===== src/rtl/act_pacer_pkg.sv =====
package act_pacer_pkg;

    localparam int DEF_RRD_S  = 5;
    localparam int DEF_RRD_L  = 8;
    localparam int DEF_XAW    = 24;
    localparam int DEF_LIMIT  = 4;
    localparam int DEF_GROUPS = 4;

    // width of a counter that must hold values 0 .. v-1
    function automatic int ctr_w(input int v);
        return (v < 3) ? 1 : $clog2(v);
    endfunction

    // width of an index that selects one of n items
    function automatic int idx_w(input int n);
        return (n < 2) ? 1 : $clog2(n);
    endfunction

endpackage


===== src/rtl/act_spacing.sv =====
module act_spacing
    import act_pacer_pkg::*;
#(
    parameter int RRD_S   = DEF_RRD_S,
    parameter int RRD_L   = DEF_RRD_L,
    parameter int GROUP_W = 2
) (
    input  logic               clk,
    input  logic               rst,
    input  logic               fire,
    input  logic [GROUP_W-1:0] grp,
    output logic               ok
);
    localparam int SPAN = (RRD_S > RRD_L) ? RRD_S : RRD_L;
    localparam int SW   = ctr_w(SPAN);

    logic [SW-1:0] short_cnt;
    logic          long_ok;

    always_ff @(posedge clk) begin
        if (rst)
            short_cnt <= '0;
        else if (fire)
            short_cnt <= SW'(RRD_S - 1);
        else if (short_cnt != '0)
            short_cnt <= short_cnt - 1'b1;
    end

    generate
        if (RRD_S > 1) begin : g_short_chk
            assert_short_hold_R2: assert property (@(posedge clk) disable iff (rst)
                fire |=> (short_cnt != '0));
        end

        if (RRD_L > 0) begin : g_grouped
            logic [SW-1:0]      long_cnt;
            logic [GROUP_W-1:0] last_grp;

            always_ff @(posedge clk) begin
                if (rst) begin
                    long_cnt <= '0;
                    last_grp <= '0;
                end else if (fire) begin
                    long_cnt <= SW'(RRD_L - 1);
                    last_grp <= grp;
                end else if (long_cnt != '0) begin
                    long_cnt <= long_cnt - 1'b1;
                end
            end

            assign long_ok = (grp != last_grp) || (long_cnt == '0);

            if (RRD_L > 1) begin : g_long_chk
                assert_long_hold_R3: assert property (@(posedge clk) disable iff (rst)
                    fire |=> (long_cnt != '0));
            end
        end else begin : g_flat
            assign long_ok = 1'b1;
        end
    endgenerate

    assign ok = (short_cnt == '0) && long_ok;

endmodule


===== src/rtl/act_window.sv =====
module act_window
    import act_pacer_pkg::*;
#(
    parameter int XAW   = DEF_XAW,
    parameter int LIMIT = DEF_LIMIT
) (
    input  logic clk,
    input  logic rst,
    input  logic fire,
    output logic ok
);
    localparam int AW = ctr_w(XAW);
    localparam int PW = idx_w(LIMIT);

    logic [AW-1:0]    ages [LIMIT];
    logic [PW-1:0]    ptr;
    logic [LIMIT-1:0] busy;

    always_ff @(posedge clk) begin
        if (rst) begin
            ptr <= '0;
            for (int i = 0; i < LIMIT; i++) ages[i] <= '0;
        end else begin
            for (int i = 0; i < LIMIT; i++) begin
                if (fire && (ptr == PW'(i)))
                    ages[i] <= AW'(XAW - 1);
                else if (ages[i] != '0)
                    ages[i] <= ages[i] - 1'b1;
            end
            if (fire)
                ptr <= (ptr == PW'(LIMIT - 1)) ? '0 : ptr + 1'b1;
        end
    end

    always_comb begin
        for (int i = 0; i < LIMIT; i++) busy[i] = (ages[i] != '0);
    end

    // the slot about to be reused holds the oldest of the recorded activates
    assign ok = (ages[ptr] == '0);

    // a blocked window means every slot is still inside the window
    assert_full_when_blocked_R5: assert property (@(posedge clk) disable iff (rst)
        !ok |-> ($countones(busy) == LIMIT));

endmodule


===== src/rtl/act_pacer.sv =====
module act_pacer
    import act_pacer_pkg::*;
#(
    parameter int RRD_S     = DEF_RRD_S,
    parameter int RRD_L     = DEF_RRD_L,
    parameter int XAW       = DEF_XAW,
    parameter int ACT_LIMIT = DEF_LIMIT,
    parameter int GROUPS    = DEF_GROUPS,
    localparam int GW       = idx_w(GROUPS)
) (
    input  logic          clk,
    input  logic          rst,
    input  logic          act_valid,
    input  logic [GW-1:0] act_group,
    output logic          act_ok,
    output logic          act_viol
);
    logic space_ok;
    logic win_ok;

    act_spacing #(
        .RRD_S  (RRD_S),
        .RRD_L  (RRD_L),
        .GROUP_W(GW)
    ) u_space (
        .clk (clk),
        .rst (rst),
        .fire(act_valid),
        .grp (act_group),
        .ok  (space_ok)
    );

    generate
        if (XAW > 0) begin : g_window
            act_window #(
                .XAW  (XAW),
                .LIMIT(ACT_LIMIT)
            ) u_win (
                .clk (clk),
                .rst (rst),
                .fire(act_valid),
                .ok  (win_ok)
            );
        end else begin : g_nowindow
            assign win_ok = 1'b1;
        end
    endgenerate

    assign act_ok = space_ok && win_ok;

    always_ff @(posedge clk) begin
        if (rst)
            act_viol <= 1'b0;
        else if (act_valid && !act_ok)
            act_viol <= 1'b1;
    end

    assert_viol_set_R8: assert property (@(posedge clk) disable iff (rst)
        (act_valid && !act_ok) |=> act_viol);

    assert_viol_sticky_R8: assert property (@(posedge clk) disable iff (rst)
        act_viol |=> act_viol);

    assert_legal_clean_R8: assert property (@(posedge clk) disable iff (rst)
        (act_valid && act_ok && !act_viol) |=> !act_viol);

endmodule


===== config.mk =====
export PLATFORM = sky130hd
export DESIGN_NAME = act_pacer
export DESIGN_NICKNAME = d
export VERILOG_FILES = /design/src/rtl/act_pacer_pkg.sv /design/src/rtl/act_spacing.sv /design/src/rtl/act_window.sv /design/src/rtl/act_pacer.sv
export SDC_FILE = /design/constraint.sdc
export NUM_CORES = 1
export LEC_CHECK = 0
export ABC_AREA = 0
export BUFFER_PORTS_ARGS = -buffer_cell sky130_fd_sc_hd__buf_2
export CAP_MARGIN = 40
export CORE_MARGIN = 2
export CORE_UTILIZATION = 53
export CTS_BUF_LIST = sky130_fd_sc_hd__clkbuf_8 sky130_fd_sc_hd__clkbuf_16
export DETAILED_ROUTE_END_ITERATION = 6
export PLACE_DENSITY_LB_ADDON = 0.08
export SETUP_SLACK_MARGIN = 0.5
export SYNTH_ARGS = -nofsm -noshare
export SYNTH_HDL_FRONTEND = slang
export SYNTH_SLANG_ARGS = --single-unit

===== constraint.sdc =====
create_clock -name clk -period 2.26 [get_ports clk]
set_clock_uncertainty 0.05 [all_clocks]
set_input_delay 0.113 -clock clk [delete_from_list [all_inputs] [get_ports clk]]
set_output_delay 0.113 -clock clk [all_outputs]
set_load 0.005 [all_outputs]

==> implementation parameters <==
Parameter                              Value

Min path
  Classification of the worst-slack hold path    in -> reg
  Critical hold path startpoint    act_group[1]
  Endpoint of the worst hold-timing path    u_space.g_grouped.last_grp[1]
  Hold path depth    3

Global route
  Initial antenna violation count    0
  Remaining global-route overflow    0
  Largest net degree at the start of global routing    32
  GR Layer Usage met2    29.17%
  Global-route usage over all layers    16.39%
  Met3 GRT Util    4.555%
  Met1 demand-to-capacity share in global routing    18.94%
  Number of global-route vias before repair    1147
  Layer carrying the most global-route usage    met2
  Wire length of the first global-routing pass    4.554 mm

Final layout
  Syn-to-layout area delta    12.04%
  Summed area of non-filler cells in the final layout    1991 sq um
  Final core occ    60.61%
  Filler cell count in the final layout    301
  Layout net count    204
  Number of diodes added for antenna fixing    0
  Share of layout cells above drive strength 1    14.97%
  Post-layout instance count excluding filler cells    233

Synth
  Biggest area consumer among synthesized cells    sky130_fd_sc_hd__edfxtp_1
  Mapped cell area    1777 sq um
  Per-instance average area after synthesis    10.15 sq um
  Post-synthesis cell type count    36
  Count of state elements after synthesis    33
  Seq/Total Area, Yosys    48.45%
  Synth top area cells    sky130_fd_sc_hd__edfxtp_1 34%, sky130_fd_sc_hd__dfxtp_1 15%, sky130_fd_sc_hd__ha_1 9.2%
  Gate count of the mapped netlist    175
  Count of warnings emitted by yosys    0
  Post-synth net total    193
  Top-area cell type share of the netlist area    33.80%

Detailed routing
  Number of remaining DRC errors    0
  Number of iterations in the first detailed-routing pass    6
  Number of nets still failing antenna checks after routing    0
  Post-DR vias/cell    5.253
  Final wirelength    2.841 mm
  Via count    1224
  Iteration-0 DRC count of the detailed router    86
  Routed wirelength normalized by instance count    12.19 um

Worst setup path
  Path type of the worst setup path    reg -> out
  Reg-to-reg critical path endpoint    g_window.u_win.ages[1][0]
  Worst Path Max Fanout    2
  R2R Setup Slk    0.48 ns
  Worst path top cell family by delay    simple AND/OR/NAND/NOR gates
  Slowest CP cell    sky130_fd_sc_hd__edfxtp_1
  Capturing element type of the critical path    output pin
  Crit-path cells    nor3_2, nor4b_2, o311ai_1, nor2_1, buf_2
  Arr. time, crit path    1.62 ns
  Worst reg2reg path startpoint    g_window.u_win.ages[1][0]
  Number of cells on the worst reg-to-reg path    5
  Buf+Inv Stages, Crit Path    1
  Required arrival time at the worst endpoint    2.10 ns
  Worst setup SP type    flip-flop
  Max incr delay on CP    0.40 ns

Clocking
  Worst-skew pair later-pin latency    0.27 ns
  Total CTS buffers    5
  Clock tree buffer depth    2
  Root buffer cell    sky130_fd_sc_hd__clkbuf_8
  CTS tree    done
  Post-CTS clock slew at the launch and capture registers of the worst setup and hold paths    0.06 ns
  H-tree Lvls    2
  Num Clock Sinks    33
  # hold bufs at CTS    0

STA
  Period minus WS final    1.781 ns
  Final total negative setup slack    0 ns
  Final critical-path share of the clock period    78.79%
  FMAX    561.6 MHz
  Final-report setup violation count    0
  Number of max-slew violations in the final report    0
  Worst max-slew margin expressed relative to the limit    65.08%
  Slew @ Worst Pin    0.5238 ns
  Setup repair after global routing missed its margin    true
  Final-report hold violation count    0

Place
  DP Cell Count    222
  Gpl congestion    0.6905
  Area after detailed placement    1838 sq um
  Number of port buffers    6
  Dpl hpwl    2.093 mm

Power
  Power Total    0.002396 W
  Pwr/cell area    1204 nW/um^2
  Worst supply voltage drop on vdd    0.0005588 V
  Leak pwr    0.8052 nW

Floorplan
  Number of placement rows    21
  Initial core utilization    54.10%
  Die span in x    61.90 um
  Core outline area    3284 sq um
  IO Pins    7
  Die Span Y    61.90 um
  Area of the die    3832 sq um

Run status
  Outcome    complete, no violations

Flow run
  Max-capacitance violation count    0
-- worst register-to-register path: cells and delay by family (launching register included) --
kind                     cells  cell delay [ns]
flip-flops                   1             0.42
buffers and inverters        1             0.08
AND/OR/NAND/NOR              3             0.76
adder cells (fa/ha/maj)      1             0.17
-- synthesized netlist by cell type, drive strengths merged --
library cell,count
nand3,1
or3b,2
and3,1
and2,1
nor4b,1
o311ai,1
edfxtp,20
a21oi,10
nand2b,2
ha,13
xnor2,9
clkbuf,3
buf,2
nor2,28
nand2,9
nor4bb,1
a211oi,1
or2,1
mux2i,4
a2111oi,3
xor2,2
inv,18
nor2b,1
o21a,8
o21ai,5
or3,1
o31a,2
dfxtp,13
nor4,1
nor3,6
nand3b,5
-- where the power goes --
group	leakage [nW]	switching, W	total, W	internal (W)
clock	0.0482	0.000188	0.000393	0.000205
sequential	0.335	0.000183	0.00108	0.000895
combinational	0.422	0.000447	0.000925	0.000478
total	0.805	0.000818	0.00240	0.00158
-- sequential cells by signal, indices dropped and copies added (netlist names), named ones only --
register and cells:
u_space.short_cnt 3, act_viol 1, g_window.u_win.ages 20, u_space.g_grouped.long_cnt 3
u_space.g_grouped.last_grp 2, g_window.u_win.ptr 2
-- per-stage QoR --
| stage | hold slack, ns | worst slack (ns) |
|---|---|---|
| after floorplan | 0.2102 | 0.5097 |
| after global placement | 0.3248 | 0.4319 |
| after detailed placement | 0.3431 | 0.3382 |
| after CTS | 0.06191 | 0.4553 |
| after global routing | 0.09342 | 0.3761 |
| final | 0.05766 | 0.4793 |
-- kinds of logic (layout without fill, tap and decap cells) --
group / count (synthesis) / count (layout) / share of synthesized area (%)
simple gates: 61 / 61 / 17.82
xor+xnor: 11 / 11 / 5.423
buf+inv: 23 / 35 / 5.563
flops: 33 / 33 / 48.45
compound gates: 30 / 30 / 11.34
fa+ha+maj: 13 / 13 / 9.155
mux: 4 / 4 / 2.254
-- metal layers --
layer	vias to the layer above	share of wire, %
li1	624	-
met1	585	45
met2	10	50
met3	5	2.8
met4	0	1.4
met5	-	0
-- placed cells by master, fill, tap and decap left out, types with 3 or more instances in the layout --
| cell | count |
|---|---|
| sky130_fd_sc_hd__nor2_1 | 26 |
| sky130_fd_sc_hd__inv_1 | 20 |
| sky130_fd_sc_hd__edfxtp_1 | 20 |
| sky130_fd_sc_hd__dfxtp_1 | 13 |
| sky130_fd_sc_hd__ha_1 | 11 |
| sky130_fd_sc_hd__a21oi_1 | 10 |
| sky130_fd_sc_hd__nand2_1 | 9 |
| sky130_fd_sc_hd__xnor2_1 | 9 |
| sky130_fd_sc_hd__o21a_1 | 8 |
| sky130_fd_sc_hd__buf_2 | 6 |
| sky130_fd_sc_hd__o21ai_0 | 5 |
| sky130_fd_sc_hd__nand3b_1 | 5 |
| sky130_fd_sc_hd__clkbuf_8 | 5 |
| sky130_fd_sc_hd__mux2i_1 | 4 |
| sky130_fd_sc_hd__nor3_1 | 3 |
| sky130_fd_sc_hd__buf_4 | 3 |
-- cell type report --
type	instances	area [sq um]	area share (%)
well taps	46	57.56	2.891
clock inverters	3	11.26	0.5657
repair buffers	9	52.55	2.640
multi-input cells	119	872.1	43.81
flip-flops and latches	33	860.8	43.24
clock buffers	5	68.82	3.457
inverters	18	67.56	3.394
-- timing repair --
| action | in CTS | in global routing |
|---|---|---|
| resized for setup | 7 | 4 |
| buffers inserted | 1 | 2 |
| endpoints found under the setup margin | 23 | 21 |
| pin swaps | 3 | 3 |
-- how the worst max path moves through the flow --
| stage | startpoint | end | slack (ns) | cells past startpoint |
|---|---|---|---|---|
| after floorplan | g_window.u_win.ages[0][0] | g_window.u_win.ages[0][0] | 0.51 | 5 |
| after global placement | g_window.u_win.ages[0][0] | g_window.u_win.ages[0][2] | 0.43 | 5 |
| after detailed placement | g_window.u_win.ages[1][0] | g_window.u_win.ages[1][0] | 0.34 | 5 |
| after CTS | g_window.u_win.ages[1][0] | g_window.u_win.ages[1][0] | 0.46 | 5 |
| after global routing | g_window.u_win.ages[0][1] | act_ok | 0.38 | 5 |
| final | g_window.u_win.ages[0][1] | act_ok | 0.48 | 5 |
Power figures use the tool's default switching activity.
